`src/rtl/iq_pkg.sv`:
```
package iq_pkg;

    // Outcome of evaluating a squash request against the queue state.
    typedef enum logic [1:0] {
        SQ_NONE      = 2'd0,
        SQ_APPLY     = 2'd1,
        SQ_BAD_BOUND = 2'd2
    } sq_action_e;

endpackage

```
`src/rtl/iq_squash_scan.sv`:
```
module iq_squash_scan
    import iq_pkg::*;
#(
    parameter int ENTRIES = 8,
    parameter int SEQ_W   = 8
) (
    input  logic                            req,
    input  logic [SEQ_W-1:0]                boundary,
    input  logic [ENTRIES-1:0][SEQ_W-1:0]   slot_seq,
    input  logic [ENTRIES-1:0]              live,
    output sq_action_e                      action,
    output logic [ENTRIES-1:0]              kill
);

    logic                any_live;
    logic [ENTRIES-1:0]  younger;

    assign any_live = |live;

    // One comparator per slot: the whole queue is judged in one cycle.
    for (genvar i = 0; i < ENTRIES; i++) begin : g_cmp
        assign younger[i] = live[i] && (slot_seq[i] > boundary);
    end

    always_comb begin
        action = SQ_NONE;
        if (req && any_live) begin
            action = (boundary == '0) ? SQ_BAD_BOUND : SQ_APPLY;
        end
        kill = (action == SQ_APPLY) ? younger : '0;
    end

endmodule

```
`src/rtl/iq_free_pick.sv`:
```
module iq_free_pick #(
    parameter int ENTRIES = 8,
    localparam int SLOT_W = (ENTRIES > 1) ? $clog2(ENTRIES) : 1
) (
    input  logic [ENTRIES-1:0] free_mask,
    output logic               found,
    output logic [SLOT_W-1:0]  idx
);

    // Lowest index wins: scan from the top so the last hit is the lowest.
    always_comb begin
        found = 1'b0;
        idx   = '0;
        for (int i = ENTRIES - 1; i >= 0; i--) begin
            if (free_mask[i]) begin
                found = 1'b1;
                idx   = SLOT_W'(i);
            end
        end
    end

endmodule

```
`src/rtl/iq_popcount.sv`:
```
module iq_popcount #(
    parameter int ENTRIES = 8,
    localparam int CNT_W  = $clog2(ENTRIES + 1)
) (
    input  logic [ENTRIES-1:0] mask,
    output logic [CNT_W-1:0]   count
);

    always_comb begin
        count = '0;
        for (int i = 0; i < ENTRIES; i++) begin
            count = count + CNT_W'(mask[i]);
        end
    end

endmodule

```
`src/rtl/iq_occupancy.sv`:
```
module iq_occupancy
    import iq_pkg::*;
#(
    parameter int ENTRIES = 8,
    parameter int SEQ_W   = 8,
    localparam int SLOT_W = (ENTRIES > 1) ? $clog2(ENTRIES) : 1,
    localparam int CNT_W  = $clog2(ENTRIES + 1)
) (
    input  logic               clk,
    input  logic               rst_n,
    input  logic               ins_valid,
    input  logic [SEQ_W-1:0]   ins_seq,
    output logic [SLOT_W-1:0]  alloc_slot,
    input  logic               iss_valid,
    input  logic [SLOT_W-1:0]  iss_slot,
    input  logic               sq_valid,
    input  logic [SEQ_W-1:0]   sq_seq,
    output logic [CNT_W-1:0]   free_cnt,
    output logic               full,
    output logic [ENTRIES-1:0] release_vec,
    output logic               ins_overflow,
    output logic               bad_boundary
);

    typedef struct packed {
        logic [ENTRIES-1:0][SEQ_W-1:0] seq;
        logic [ENTRIES-1:0]            busy;
        logic [ENTRIES-1:0]            issued;
        logic [ENTRIES-1:0]            squashed;
        logic [CNT_W-1:0]              free_cnt;
        logic                          full;
        logic [ENTRIES-1:0]            rel;
        logic                          ins_err;
        logic                          sq_err;
    } state_t;

    state_t st_q, st_d;

    logic [ENTRIES-1:0] live_q;
    logic [ENTRIES-1:0] kill;
    logic [ENTRIES-1:0] live_post_sq;
    logic [CNT_W-1:0]   kill_cnt;
    logic               pick_found;
    logic [SLOT_W-1:0]  pick_idx;
    sq_action_e         sq_act;

    assign live_q       = st_q.busy & ~st_q.issued & ~st_q.squashed;
    assign live_post_sq = live_q & ~kill;

    iq_squash_scan #(
        .ENTRIES (ENTRIES),
        .SEQ_W   (SEQ_W)
    ) u_scan (
        .req      (sq_valid),
        .boundary (sq_seq),
        .slot_seq (st_q.seq),
        .live     (live_q),
        .action   (sq_act),
        .kill     (kill)
    );

    iq_popcount #(
        .ENTRIES (ENTRIES)
    ) u_kill_cnt (
        .mask  (kill),
        .count (kill_cnt)
    );

    iq_free_pick #(
        .ENTRIES (ENTRIES)
    ) u_pick (
        .free_mask (~live_post_sq),
        .found     (pick_found),
        .idx       (pick_idx)
    );

    always_comb begin
        logic iss_ok;
        logic ins_ok;

        st_d         = st_q;
        st_d.rel     = '0;
        st_d.ins_err = 1'b0;
        st_d.sq_err  = (sq_act == SQ_BAD_BOUND);

        // Step 1: squash. A released slot becomes issued as well, so it
        // is retired and selection can never name it again.
        st_d.rel      = kill;
        st_d.squashed = st_q.squashed | kill;
        st_d.issued   = st_q.issued | kill;

        // Step 2: issue, only for a slot still live after the squash.
        iss_ok = 1'b0;
        if (iss_valid && (int'(iss_slot) < ENTRIES)) begin
            if (live_post_sq[iss_slot]) begin
                iss_ok = 1'b1;
                st_d.issued[iss_slot] = 1'b1;
            end
        end

        // Step 3: insert into the lowest slot left free by the squash.
        // A slot issued this cycle is still live in live_post_sq, so it
        // is never chosen.
        ins_ok = 1'b0;
        if (ins_valid) begin
            if (pick_found) begin
                ins_ok                   = 1'b1;
                st_d.seq[pick_idx]       = ins_seq;
                st_d.busy[pick_idx]      = 1'b1;
                st_d.issued[pick_idx]    = 1'b0;
                st_d.squashed[pick_idx]  = 1'b0;
            end else begin
                st_d.ins_err = 1'b1;
            end
        end

        st_d.free_cnt = st_q.free_cnt + kill_cnt + CNT_W'(iss_ok)
                        - CNT_W'(ins_ok);
        st_d.full     = (st_d.free_cnt == '0);
    end

    always_ff @(posedge clk) begin
        if (!rst_n) begin
            st_q          <= '0;
            st_q.free_cnt <= CNT_W'(ENTRIES);
            st_q.full     <= 1'b0;
        end else begin
            st_q <= st_d;
        end
    end

    assign alloc_slot   = pick_idx;
    assign free_cnt     = st_q.free_cnt;
    assign full         = st_q.full;
    assign release_vec  = st_q.rel;
    assign ins_overflow = st_q.ins_err;
    assign bad_boundary = st_q.sq_err;

    // The full flag is kept in its own register and must agree with the count.
    p_full_tracks_count_r1: assert property (@(posedge clk) disable iff (!rst_n)
        full == (free_cnt == '0));

    // The running counter must match the number of live slots.
    p_count_matches_live_r10: assert property (@(posedge clk) disable iff (!rst_n)
        free_cnt == CNT_W'(ENTRIES - $countones(live_q)));

    // A rejected insert leaves the count as it was.
    p_no_overflow_r3: assert property (@(posedge clk) disable iff (!rst_n)
        (ins_valid && full && !sq_valid && !iss_valid) |=> (ins_overflow && free_cnt == '0));

    // Only slots that were live are ever released.
    p_release_only_live_r6: assert property (@(posedge clk) disable iff (!rst_n)
        1'b1 |=> ((release_vec & ~$past(live_q)) == '0));

    // A squash on an empty queue is silent.
    p_empty_squash_quiet_r7: assert property (@(posedge clk) disable iff (!rst_n)
        (sq_valid && live_q == '0) |=> (release_vec == '0 && !bad_boundary));

    // A zero boundary on a non-empty queue is flagged and releases nothing.
    p_zero_boundary_r8: assert property (@(posedge clk) disable iff (!rst_n)
        (sq_valid && sq_seq == '0 && live_q != '0) |=> (bad_boundary && release_vec == '0));

endmodule

```
`config.mk`:
```
export PLATFORM = sky130hd
export DESIGN_NAME = iq_occupancy
export DESIGN_NICKNAME = d
export VERILOG_FILES = /design/src/rtl/iq_pkg.sv /design/src/rtl/iq_squash_scan.sv /design/src/rtl/iq_free_pick.sv /design/src/rtl/iq_popcount.sv /design/src/rtl/iq_occupancy.sv
export SDC_FILE = /design/constraint.sdc
export NUM_CORES = 1
export LEC_CHECK = 0
export ABC_CLOCK_PERIOD_IN_PS = 7220
export CAP_MARGIN = 20
export CORE_MARGIN = 4
export CORE_UTILIZATION = 59
export CTS_CLUSTER_DIAMETER = 30
export DETAILED_ROUTE_END_ITERATION = 16
export PLACE_DENSITY = 0.8
export SETUP_SLACK_MARGIN = 0.4
export SYNTH_ARGS = -nofsm -noshare
export SYNTH_HDL_FRONTEND = slang
export SYNTH_HIERARCHICAL = 1
export SYNTH_SLANG_ARGS = --single-unit
```
`constraint.sdc`:
```
create_clock -name clk -period 7.22 [get_ports clk]
set_input_delay 1.444 -clock clk [delete_from_list [all_inputs] [get_ports clk]]
set_output_delay 1.444 -clock clk [all_outputs]
set_load 0.05 [all_outputs]
```
# --- Yosys cells after proc, flatten, opt, wreduce, memory -nomap -nowiden ---
# Cells that the tools add are included.
totals:
  out_inout_bits: 18
  input_bits: 24
  ff_bits: 103
op_classes:
  addsub: 10
  eq_ne: 2
  bitwise_logic: 14
  n_mux: 37
  n_reduce_logical: 16
  order_cmp: 12
ops:
  columns: ["op", "count"]
  rows:
  - ["$bwmux 64", 1]
  - ["$gt 8x8->1", 8]
  - ["$and 8x8->8", 5]
  - ["$not 8->8", 5]
  - ["$mux 16", 2]
  - ["$mux 8", 4]
  - ["$or 8x8->8", 4]
  - ["$add 4x1->4", 7]
  - ["$demux 8 s3", 1]
  - ["$mux 3", 8]
  - ["$mux 1", 16]
  - ["$logic_and 1x1->1", 11]
  - ["$logic_not 8->1", 1]
  - ["$lt 3x4->1 const B", 2]
  - ["$reduce_or 8->1", 1]
  - ["$demux 1 s3", 2]
  - ["$ge 3x1->1 const B", 2]
  - ["$add 4x4->4", 1]
  - ["$logic_not 4->1", 1]
  - ["$mux 2", 2]
  - ["$reduce_and 2->1", 2]
  - ["$sub 4x1->4", 1]
  - ["$bmux 1 s3", 1]
  - ["$add 1x1->2", 1]
  - ["other kinds (2)", 2]

# --- Longest topological paths before layout ---
# Gate-level depths: netlist of the first run.
logic_depth:
  depth_word: 27
  ltp_mapped: 23
  depth_no_buf: 23

# --- Cells and area by module ---
# The synthesis of the first run kept the hierarchy.
modules_own_cells:
  columns: ["module", "cells_per_inst", "instances", "area_per_inst_um2", "seq_area_each_um2"]
  rows:
  - ["iq_occupancy", 462, 1, 4043.9, 2062.0]
  - ["iq_squash_scan", 184, 1, 1531.5, 0.0]
  - ["iq_popcount", 24, 1, 190.2, 0.0]
  - ["iq_free_pick", 13, 1, 80.1, 0.0]

# --- Worst setup path after synthesis of the first run ---
# Ideal clock, no wire load.
synth_path:
  path_type: "input -> register"
  start: "input port sq_seq[1]"
  end: "register st_q[54] (netlist name)"
  arrival_ns: 6.106
  setup_time_ns: 0.133
  cell_stages: 15
  path_slack_ns: 0.981
  cell_sequence: "inv_1 > ha_1 > nor2b_1 > o211ai_1 > a21o_1 > a211oi_2 > or4b_1 > inv_1 > a21oi_1 > o41ai_1 > nand3_1 > or3_1 > clkbuf_1 > nand2_1 > a21oi_1"
synth_via:
  word_cells_on_any_way: 47
  cone_classes: "order compare (10); eq/ne (1); mux (22); bitwise (3); reduce/logical (11)"
synth_lines:
  columns: ["element", "line_no", "source"]
  rows:
  - ["from (decl)", "iq_occupancy.sv:17", "input logic [SEQ_W-1:0] sq_seq,"]
  - ["$logic_not 8->1", "iq_squash_scan.sv:28", "action = (boundary == '0) ? SQ_BAD_BOUND : SQ_APPLY;"]
  - ["$mux 2", "iq_squash_scan.sv:28", null]
  - ["$mux 2", "iq_squash_scan.sv:27", "if (req && any_live) begin"]
  - ["$eq 2x1->1", "iq_squash_scan.sv:30", "kill = (action == SQ_APPLY) ? younger : '0;"]
  - ["$mux 8 (*)", "iq_squash_scan.sv:30", null]
  - ["via kill[6]", "iq_occupancy.sv:40", "logic [ENTRIES-1:0] kill;"]
  - ["$not 8->8 (*)", "iq_occupancy.sv:48", "assign live_post_sq = live_q & ~kill;"]
  - ["$and 8x8->8 (*)", "iq_occupancy.sv:48", null]
  - ["$not 8->8 (*)", "iq_occupancy.sv:72", ".free_mask (~live_post_sq),"]
  - ["$mux 3 (*) (7 in a row)", "iq_free_pick.sv:15", "if (free_mask[i]) begin"]
  - ["via alloc_slot[0]", "iq_occupancy.sv:13", "output logic [SLOT_W-1:0] alloc_slot,"]
  - ["$lt 3x4->1 (implied by the code) or $ge 3x1->1 (tied branches)", "iq_occupancy.sv:108", "st_d.seq[pick_idx] = ins_seq;"]
  - ["$logic_and 1x1->1 (implied by the code)", "iq_occupancy.sv:108", null]
  - ["$mux 8 (implied by the code)", "iq_occupancy.sv:108", null]
  - ["$demux 8 s3 (*)", "iq_occupancy.sv:108", null]
  - ["$bwmux 64 (*)", "iq_occupancy.sv:108", null]
  - ["to (signal assigned)", "iq_occupancy.sv:128", "st_q <= st_d;"]
  - ["to (decl)", "iq_occupancy.sv:37", "state_t st_q, st_d;"]
# The timed path passes the listed nets; every way through them passes the cells marked *.
# A chain may end at the register's enable or synchronous reset.

# --- Worst setup path in the final report of the first run ---
layout_path:
  start: "input port sq_seq[1]"
  end: "register, netlist name full"
layout_via:
  word_cells_on_any_way: 49
  cone_classes: "add/sub (10); order compare (8); eq/ne (1); mux (17); bitwise (3); reduce/logical (10)"
layout_lines:
  columns: ["element", "line_no", "source"]
  rows:
  - ["$logic_not 8->1", "iq_squash_scan.sv:28", null]
  - ["$mux 2", "iq_squash_scan.sv:28", null]
  - ["$mux 2", "iq_squash_scan.sv:27", null]
  - ["$eq 2x1->1", "iq_squash_scan.sv:30", null]
  - ["$mux 8 (*)", "iq_squash_scan.sv:30", null]
  - ["via kill[1]", "iq_occupancy.sv:40", null]
  - ["$add 1x1->2 (*)", "iq_popcount.sv:12", "count = count + CNT_W'(mask[i]);"]
  - ["$add 4x1->4 (*) (6 in a row)", "iq_popcount.sv:12", null]
  - ["via kill_cnt[1]", "iq_occupancy.sv:42", "logic [CNT_W-1:0] kill_cnt;"]
  - ["$add 4x4->4 (*)", "iq_occupancy.sv:117", "st_d.free_cnt = st_q.free_cnt + kill_cnt + CNT_W'(iss_ok)"]
  - ["$add 4x1->4 (*)", "iq_occupancy.sv:117", null]
  - ["$sub 4x1->4 (*)", "iq_occupancy.sv:118", "- CNT_W'(ins_ok);"]
  - ["$logic_not 4->1 (*)", "iq_occupancy.sv:119", "st_d.full = (st_d.free_cnt == '0);"]
# The timed path passes the listed nets; every way through them passes the cells marked *. The select of a mux whose other input is x is not followed.

==> flow_metrics.py, run 1 <==
metrics = {
    "pwr": {
        "clockPowerShare_pct": 33.3,
        "p_int_mw": 0.890,
        "ir_drop_uv": 96.5,
        "fin_total_pwr_mw": 1.25,
        "seqPwrFrac_pct": 47.5,
        "p_per_area_nw_per_um2": 190,
        "leakagePower_nw": 2.58,
        "switching_share_pct": 28.7,
        "combPwrFrac_pct": 19.2,
        "p_sw_mw": 0.358,
    },
    "setup_path": {
        "cp_data_required_time_ps": 7540,
        "rrSetupSlack_ps": 1700,
        "path_delay_family": "adder cells",
        "path_buf_inv": 8,
        "crit_chain": "clkdlybuf4s50_1, inv_1, ha_1, nor2b_1, o211ai_1, a21o_1, a211oi_4, inv_1, fa_1, fa_1, fa_1, inv_1, ha_1, inv_1, fa_1, inv_1, inv_1, ha_1, inv_1, ha_1, a21o_1, a21oi_1, xnor2_1, nor2b_1",
        "slowest_delay_ps": 530,
        "worst-r2r-cell-count": 23,
        "crit_fanout": 5,
        "endpoint_kind": "flop",
        "worstSetupStartpointType": "primary input",
        "crit_start": "sq_seq[1]",
        "cpMaxStageDelayCell": "fa_1",
        "r2r_end": "full",
        "path_class": "primary input to flop",
        "crit_arrival_ps": 6980,
        "r2r_start": "st_q[30]",
        "path_common_cell": "inv_1",
    },
    "grt": {
        "grt_start_max_net_pins": 71,
        "antenna_found_initial": 0,
        "track_usage_pct": 28.1,
        "first_global_vias": 5164,
        "grt_pass1_wl_microns": 25100,
        "grt_overflow_total": 0,
    },
    "synthesis": {
        "ys.flop_type": "dfxtp_1",
        "ys_ff_latch": 103,
        "syn_area_per_cell_sq_um": 8.56,
        "ys_seq_area_share_pct": 35.3,
        "syn-cell-area_sq_um": 5850,
        "syn_nets": 785,
        "synth_cells": 683,
        "yosys_warnings": 6,
        "synth_edf_count": 0,
        "synth.distinct_cells": 48,
        "synthArstFlopShare_pct": 0,
    },
    "routing": {
        "drtIter0Drc": 342,
        "totalWireLength_microns": 15700,
        "drcViolationCount": 0,
        "vias": 4957,
        "avgRoutedWirePerCell_microns": 18.6,
        "detail_route.vias_per_cell": 5.87,
        "first_pass_iters": 5,
        "ant_nets": 0,
    },
    "timing": {
        "maxSlewHeadroom_pct": 38.5,
        "clock.fmax_ghz": 0.150,
        "setup_tns_ps": 0,
        "setup_violations": 0,
        "min_period_over_period_pct": 92.2,
        "setup_slack_ps": 563,
        "period_needed_ps": 6660,
        "fin_skew_ps": 11.0,
        "worstMarginPinSlew_ps": 919,
        "drv_slew": 0,
        "hold_viol": 0,
        "rsz0062_at_grt": "yes",
        "timing.hold.ws_ps": 463,
    },
    "cts": {
        "clkLatencyLatePin_ps": 380,
        "cts_root_buf": "clkbuf_8",
        "clk_path_buf_depth": 2,
        "postCtsSetupBuffers": 0,
        "cts_htree_levels": 3,
        "cts_tree": "done",
        "clkTransAtPathRegs_ps": 100,
        "cts.sinks": 103,
        "cts_buffers": 9,
    },
    "floorplan": {
        "die-width_microns": 108,
        "core_sq_um": 9730,
        "start_util_pct": 60.1,
        "die_y_microns": 108,
        "num_rows": 36,
        "ios": 42,
        "die-area_sq_um": 11600,
    },
    "hold_path": {
        "hold_end": "st_q[47]",
        "hp-start": "st_q[47]",
        "holdPathStages": 2,
        "hp-class": "flop to flop",
    },
    "place": {
        "hpwlAfterDp_microns": 11800,
        "dp.cells": 829,
        "place_area_sq_um": 6310,
        "gp_congestion": 0.962,
        "port_buffers": 41,
        "place_ws_ps": 241,
    },
    "run_status": {
        "status": "finished, final reports clean",
    },
    "layout": {
        "drive_gt1_share_pct": 7.30,
        "area_growth_pct": 12.2,
        "diodes": 0,
        "fin_nets": 809,
        "postLayoutCoreUtil_pct": 67.4,
        "fin_cells": 845,
        "final_area_sq_um": 6560,
    },
    "run": {
        "maxCapViolations": 0,
    },
}
==> worst register-to-register path: stages (launching register included) <==
cell and delay (ps):
dfxtp_1 320, or3b_1 450, inv_1 170, nor4_2 80, a21boi_2 190, nand2_4 170
a211oi_2 340, inv_1 130, fa_1 520, fa_1 450, fa_1 510, inv_1 40
ha_1 180, inv_1 70, fa_1 400, inv_1 70, inv_1 40, ha_1 310
inv_1 50, ha_1 280, a21o_1 180, a21oi_1 170, xnor2_1 170, nor2b_1 160
==> synthesized netlist by cell type, drive strengths merged, types with 2 or more instances <==
cell type / n / area [sq um]
o211ai: 10 / 75.1
nand4: 18 / 113
fa: 6 / 120
or2: 2 / 12.5
nor4: 8 / 68.8
a21oi: 65 / 329
or3: 2 / 12.5
nand3b: 3 / 22.5
buf: 19 / 128
or4b: 3 / 33.8
nand2: 82 / 315
or3b: 2 / 17.5
a21o: 9 / 67.6
clkbuf: 23 / 86.3
nand4b: 2 / 17.5
a211oi: 9 / 108
nand3: 9 / 45.0
nor3b: 4 / 30.0
inv: 49 / 184
and2: 10 / 62.6
ha: 72 / 901
nor3: 13 / 76.3
nand2b: 9 / 56.3
xnor2: 3 / 26.3
dfxtp: 103 / 2060
xor2: 2 / 17.5
nor2b: 14 / 87.6
mux2i: 32 / 320
o21ai: 19 / 95.1
nor2: 74 / 288
==> flip-flops by register name, summed over array words and instances, names as in the netlist <==
signal        flops
st_q             88
free_cnt          4
full              1
ins_overflow      1
release_vec       8
bad_boundary      1
==> how the worst max path moves through the flow <==
| stage | to | slack [ps] | cells past startpoint |
|---|---|---|---|
| floorplan | st_q[54] | 980 | 15 |
| global placement | free_cnt[3] | 430 | 24 |
| detailed placement | full | 240 | 24 |
| CTS | alloc_slot[0] | 530 | 13 |
| global route | full | 390 | 24 |
| finish | full | 560 | 24 |
==> final cells by class <==
class / instances / area [sq um]
Clock buffer: 12 / 155
Clock inverter: 4 / 76.3
Fill cell: 834 / 3170
Inverter: 49 / 184
Multi-Input combinational cell: 489 / 3400
Sequential cell: 103 / 2060
Tap cell: 133 / 166
Timing Repair Buffer: 55 / 515
==> kinds of logic (layout without fill, tap and decap cells) <==
| logic type | count (synthesis) | after routing | synth area share (%) |
|---|---|---|---|
| multiplexers | 32 | 32 | 5.48 |
| AO/OA/AOI/OAI | 119 | 119 | 12.7 |
| XOR/XNOR | 5 | 5 | 0.749 |
| flip-flops | 103 | 103 | 35.3 |
| buffers and inverters | 91 | 120 | 6.81 |
| adder cells (fa/ha/maj) | 78 | 78 | 17.5 |
| AND/OR/NAND/NOR | 255 | 255 | 21.5 |
==> repair_timing <==
| item | 4_1_cts | 5_1_grt |
|---|---|---|
| resized for setup | 0 | 3 |
| endpoints found under the setup margin | 0 | 3 |
| hold buffers | 0 | 0 |
==> placed cells by master, fill, tap and decap left out, types with 10 or more instances in the layout <==
| cell type | n |
|---|---|
| dfxtp_1 | 103 |
| nand2_1 | 81 |
| nor2_1 | 72 |
| ha_1 | 72 |
| a21oi_1 | 64 |
| inv_1 | 46 |
| clkdlybuf4s50_1 | 39 |
| mux2i_1 | 32 |
| o21ai_0 | 18 |
| nand4_1 | 18 |
| buf_4 | 15 |
| nor2b_1 | 14 |
| nor3_1 | 12 |
| clkbuf_8 | 11 |
| and2_1 | 10 |
| o211ai_1 | 10 |
==> power by group through the flow <==
stage	Combinational, mW	Clock (mW)	Sequential, mW
after floorplan	0.166	0	0.608
after global placement	0.223	0	0.605
after detailed placement	0.234	0	0.606
after CTS	0.235	0.422	0.593
after global routing	0.257	0.446	0.595
final	0.240	0.416	0.593
==> layer usage <==
metal	routed length [microns]	vias up	global-route usage, %
met5	0	-	0
met4	642	0	14.7
met3	998	50	6.54
met2	7760	216	49.2
met1	6310	2319	31.6
li1	-	2372	-
Power figures use the tool's default switching activity.
==> inputs of run 2 (changes only) <==
- SETUP_SLACK_MARGIN: 0.4 -> unset
==> run 2 against run 1 <==
Effect of this change:
- clock skew barely moved
- critical path depth fell by 12
- core utilization fell by 0.18 points
- total power fell by 0.14%
- combinational power barely moved
- sequential share of layout area rose by 0.084 points
- die area did not move
- wire length rose by 0.18%
- register-to-register slack barely moved
- count of clock-buffer cells in the layout did not move
- largest cell class unchanged
- critical path type is now primary input to primary output
==> flow_metrics.py, run 2 (synthesized netlist as in run 1, its figures left out) <==
metrics = {
    "pwr": {
        "leakagePower_nw": 2.56,
        "ir_drop_uv": 96.6,
        "p_per_area_nw_per_um2": 190,
        "fin_total_pwr_mw": 1.25,
    },
    "hold_path": {
        "hold_end": "st_q[47]",
        "hp-class": "flop to flop",
        "holdPathStages": 2,
        "hp-start": "st_q[47]",
    },
    "run": {
        "maxCapViolations": 0,
    },
    "setup_path": {
        "path_buf_inv": 4,
        "cpMaxStageDelayCell": "clkdlybuf4s50_1",
        "r2r_start": "st_q[30]",
        "crit_chain": "clkdlybuf4s50_1, inv_1, buf_4, ha_1, nor2b_1, o211ai_1, a21o_1, a211oi_2, nand2b_1, a21oi_1, o41ai_1, clkdlybuf4s50_1",
        "cp_data_required_time_ps": 5780,
        "endpoint_kind": "primary output",
        "r2r_end": "full",
        "crit_arrival_ps": 5310,
        "path_common_cell": "clkdlybuf4s50_1",
        "cp.depth": 12,
        "path_delay_family": "buffers and inverters",
        "path_class": "primary input to primary output",
        "worst-r2r-cell-count": 23,
        "crit_fanout": 5,
        "worstSetupStartpointType": "primary input",
        "slowest_delay_ps": 920,
        "rrSetupSlack_ps": 1700,
    },
    "cts": {
        "clkLatencyLatePin_ps": 380,
        "cts.sinks": 103,
        "clkTransAtPathRegs_ps": 90,
        "clk_path_buf_depth": 2,
        "cts_htree_levels": 3,
        "cts_buffers": 9,
        "ctsResizeCount": 0,
        "postCtsSetupBuffers": 0,
        "postCtsHoldBufs": 0,
        "cts_root_buf": "clkbuf_8",
        "cts_tree": "done",
    },
    "place": {
        "place_area_sq_um": 6310,
        "gp_congestion": 0.962,
        "dp.cells": 829,
        "place_ws_ps": 241,
        "port_buffers": 41,
        "hpwlAfterDp_microns": 11800,
    },
    "timing": {
        "period_needed_ps": 6750,
        "timing.hold.ws_ps": 464,
        "maxSlewHeadroom_pct": 38.1,
        "min_period_over_period_pct": 93.6,
        "fin_skew_ps": 10.8,
        "worstMarginPinSlew_ps": 925,
        "setup_slack_ps": 465,
        "hold_viol": 0,
        "drv_slew": 0,
        "rsz0062_at_grt": "no",
        "clock.fmax_ghz": 0.148,
        "setup_violations": 0,
        "setup_tns_ps": 0,
    },
    "floorplan": {
        "die-width_microns": 108,
        "die_y_microns": 108,
        "num_rows": 36,
        "start_util_pct": 60.1,
        "ios": 42,
        "core_sq_um": 9730,
        "die-area_sq_um": 11600,
    },
    "grt": {
        "track_usage_pct": 28.1,
        "grt_start_max_net_pins": 71,
        "antenna_found_initial": 0,
        "first_global_vias": 5164,
        "grt_pass1_wl_microns": 25100,
        "grt_overflow_total": 0,
    },
    "routing": {
        "vias": 4994,
        "avgRoutedWirePerCell_microns": 18.6,
        "ant_nets": 0,
        "detail_route.vias_per_cell": 5.91,
        "drcViolationCount": 0,
        "drtIter0Drc": 309,
        "first_pass_iters": 5,
        "totalWireLength_microns": 15700,
    },
    "layout": {
        "drive_gt1_share_pct": 7.30,
        "regMostFlops": "st_q",
        "diodes": 0,
        "largest_reg_flops": 88,
        "fin_cells": 845,
        "area_growth_pct": 11.9,
        "final_common_cell": "dfxtp_1",
        "fin_nets": 809,
        "final_cell_mix": "dfxtp_1 (103), nand2_1 (81), nor2_1 (72), ha_1 (72), a21oi_1 (64)",
        "postLayoutCoreUtil_pct": 67.2,
        "final_area_sq_um": 6540,
    },
    "run_status": {
        "status": "finished, final reports clean",
    },
}
run 2: area by class of cell:
class / instances / area (sq um)
sequential: 103 / 2060
inverter: 49 / 184
clock inverter: 4 / 76.3
tap: 133 / 166
multi-input combinational: 489 / 3390
timing repair buffer: 55 / 513
clock buffer: 12 / 155
fill: 840 / 3190
run 2: worst max-delay path by stage:
stage               from            end  slack [ps]
3_5_place_dp   sq_seq[1]           full         240
4_1_cts        sq_seq[1]  alloc_slot[0]         530
3_3_place_gp   sq_seq[1]    free_cnt[3]         430
6_report       sq_seq[1]  alloc_slot[0]         470
2_1_floorplan  sq_seq[1]       st_q[54]         980
5_1_grt        sq_seq[1]           full         340
run 2: worst min-delay path: cells and delay by family (launching register included):
kind             cells  cell delay (ps)
AO/OA/AOI/OAI        1               50
AND/OR/NAND/NOR      1               50
flip-flops           1              320
run 2: routing by layer:
| metal | wire length [microns] | GRT usage [%] | vias up |
|---|---|---|---|
| met5 | 0 | 0 | - |
| met4 | 688 | 14.7 | 0 |
| met3 | 1120 | 6.54 | 64 |
| met2 | 7700 | 49.2 | 229 |
| met1 | 6230 | 31.6 | 2328 |
| li1 | - | - | 2373 |
run 2: power by group:
part | total (mW) | switching, mW | internal, mW
clock network | 0.415 | 0.200 | 0.216
registers | 0.593 | 0.00885 | 0.584
logic | 0.238 | 0.148 | 0.0906
total | 1.25 | 0.356 | 0.890
==> inputs of run 3 (changes only) <==
- CTS_CLUSTER_DIAMETER: 30 -> unset
- SYNTH_HIERARCHICAL: 1 -> unset
==> run 3 against run 2 <==
Effect of this change:
- wire length is 12% lower
- clock skew is 1.8 ps lower
- final cell count decreased by 4.4%
- sequential cell count did not move
- sequential power about the same
- cell area fell by 1.7%
==> flow_metrics.py, run 3 <==
metrics = {
    "routing": {
        "avgRoutedWirePerCell_microns": 17.2,
        "drcViolationCount": 0,
        "vias": 4763,
        "first_pass_iters": 7,
        "totalWireLength_microns": 13900,
        "drtIter0Drc": 221,
        "detail_route.vias_per_cell": 5.89,
        "ant_nets": 0,
    },
    "cts": {
        "cts_tree": "done",
        "clkTransAtPathRegs_ps": 90,
        "postCtsHoldBufs": 0,
        "ctsResizeCount": 0,
        "clk_path_buf_depth": 2,
        "cts_htree_levels": 3,
        "cts_buffers": 9,
        "clkLatencyLatePin_ps": 370,
        "cts_root_buf": "clkbuf_8",
        "cts.sinks": 103,
        "postCtsSetupBuffers": 0,
    },
    "pwr": {
        "p_sw_mw": 0.357,
        "p_per_area_nw_per_um2": 184,
        "leakagePower_nw": 2.91,
        "fin_total_pwr_mw": 1.18,
        "seqPwrFrac_pct": 50.3,
        "switching_share_pct": 30.2,
        "combPwrFrac_pct": 21.1,
        "clockPowerShare_pct": 28.6,
        "p_int_mw": 0.825,
        "ir_drop_uv": 118,
    },
    "setup_path": {
        "path_common_cell": "clkdlybuf4s50_1",
        "crit_chain": "clkdlybuf4s50_1, inv_1, ha_1, nor2b_1, o211ai_1, a21oi_1, o31ai_1, nand4_1, nand2b_1, a311oi_1, clkdlybuf4s50_1",
        "cp_data_required_time_ps": 5780,
        "endpoint_kind": "primary output",
        "worstSetupStartpointType": "primary input",
        "crit_arrival_ps": 5160,
        "path_buf_inv": 3,
        "path_class": "primary input to primary output",
        "cpMaxStageDelayCell": "clkdlybuf4s50_1",
        "crit_fanout": 8,
        "path_delay_family": "buffers and inverters",
        "slowest_delay_ps": 860,
        "rrSetupSlack_ps": 2310,
    },
    "layout": {
        "largest_reg_flops": 88,
        "fin_cells": 808,
        "regMostFlops": "st_q",
        "multi_input_area_sq_um": 3430,
        "diodes": 0,
        "seqCellArea_sq_um": 2060,
        "area_growth_pct": 10.2,
        "final_area_sq_um": 6430,
        "final_common_cell": "dfxtp_1",
        "drive_gt1_share_pct": 4.59,
        "n_fill_cell": 791,
        "postLayoutCoreUtil_pct": 66.4,
        "fin_nets": 772,
        "final_cell_mix": "dfxtp_1 (103), ha_1 (72), nand2_1 (69), nor2_1 (58), mux2i_1 (56)",
    },
    "synthesis": {
        "synthArstFlopShare_pct": 0,
        "synthTopCellsByArea": "dfxtp_1 (35%), ha_1 (15%), mux2i_1 (9.6%)",
        "synth.top_cell.area_share_pct": 35.3,
        "synth_area_leader_cell": "dfxtp_1",
        "synth.distinct_cells": 58,
        "yosysMostFrequentCell": "dfxtp_1",
        "ys_ff_latch": 103,
        "synth_edf_count": 0,
        "syn_nets": 750,
        "yosys_warnings": 0,
        "ys.flop_type": "dfxtp_1",
        "syn-cell-area_sq_um": 5840,
        "syn_area_per_cell_sq_um": 9.01,
        "synth_common_cells": "dfxtp_1 (103), ha_1 (72), nand2_1 (69)",
        "synth_cells": 648,
        "ys_seq_area_share_pct": 35.3,
    },
    "timing": {
        "timing.hold.ws_ps": 452,
        "period_needed_ps": 6610,
        "drv_slew": 0,
        "rsz0062_at_grt": "no",
        "clock.fmax_ghz": 0.151,
        "setup_slack_ps": 612,
        "fin_skew_ps": 9.03,
        "hold_viol": 0,
        "maxSlewHeadroom_pct": 36.9,
        "setup_tns_ps": 0,
        "min_period_over_period_pct": 91.5,
        "worstMarginPinSlew_ps": 947,
        "setup_violations": 0,
    },
    "floorplan": {
        "num_rows": 36,
        "die-area_sq_um": 11500,
        "start_util_pct": 60.3,
        "ios": 42,
        "core_sq_um": 9680,
        "die-width_microns": 107,
        "die_y_microns": 107,
    },
    "place": {
        "gp_congestion": 0.908,
        "dp.cells": 792,
        "hpwlAfterDp_microns": 10700,
        "place_ws_ps": 430,
        "place_area_sq_um": 6250,
        "port_buffers": 41,
    },
    "grt": {
        "first_global_vias": 4696,
        "grt_overflow_total": 0,
        "grt_start_max_net_pins": 60,
        "track_usage_pct": 25.0,
        "antenna_found_initial": 0,
        "grt_pass1_wl_microns": 22900,
    },
    "hold_path": {
        "hp-class": "flop to flop",
    },
    "run_status": {
        "status": "finished, final reports clean",
    },
    "run": {
        "maxCapViolations": 0,
    },
}
[run 3: cell types whose count changed after synthesis, moves of 8 or more]
cell	change
nand2_1	-12
nor2_1	-14
mux2i_1	+24
nand2b_1	-8
a211oi_2	-8
a21oi_1	-16
[run 3: logic make-up (layout without fill, tap and decap cells)]
logic type               Yosys count  count (layout)  synth area share [%]
adder cells (fa/ha/maj)           78              78                  17.5
AO/OA/AOI/OAI                    111             111                  12.7
buffers and inverters             78             105                  5.98
AND/OR/NAND/NOR                  217             217                  18.2
multiplexers                      56              56                  9.60
flip-flops                       103             103                  35.3
XOR/XNOR                           5               5                 0.750
[run 3: routing by layer]
| layer | vias to the layer above | part of all wire, % | global-route usage (%) |
|---|---|---|---|
| li1 | 2335 | - | - |
| met1 | 2278 | 44 | 31.8 |
| met2 | 127 | 49 | 42.9 |
| met3 | 23 | 4.4 | 3.60 |
| met4 | 0 | 2.4 | 9.20 |
| met5 | - | 0 | 0 |
[run 3: cell type report]
cell class / instances / area share (%)
clock inverter: 3 / 0.272
sequential: 103 / 32.1
clock buffer: 13 / 2.47
tap: 133 / 2.59
multi-input combinational: 467 / 53.3
timing repair buffer: 45 / 6.77
inverter: 44 / 2.57
[run 3: worst reg2reg max path: stages (launching register included)]
cell and delay (ps):
dfxtp_1 330, ha_1 290, nor2b_1 140, o211ai_1 150, a21oi_1 100, o31ai_1 570, nand4_1 310, nor2_1 250
a21oi_1 100, ha_1 310, fa_1 570, fa_1 440, fa_1 400, inv_1 100, fa_1 440, nor4b_1 310
[run 3: path summary, 6_finish.rpt]
path,end,cells after the start,from
worst max-delay path,alloc_slot[1],11,sq_seq[1]
worst min-delay path,st_q[37],2,st_q[37]
worst max register to register,full,15,st_q[80]
worst min register to register,st_q[37],2,st_q[37]
[run 3: power by group through the flow]
stage / Sequential, mW / Clock, mW / Combinational [mW]
2_1_floorplan: 0.609 / 0 / 0.180
3_3_place_gp: 0.607 / 0 / 0.241
3_5_place_dp: 0.607 / 0 / 0.250
4_1_cts: 0.594 / 0.341 / 0.252
5_1_grt: 0.596 / 0.364 / 0.279
6_report: 0.594 / 0.338 / 0.250
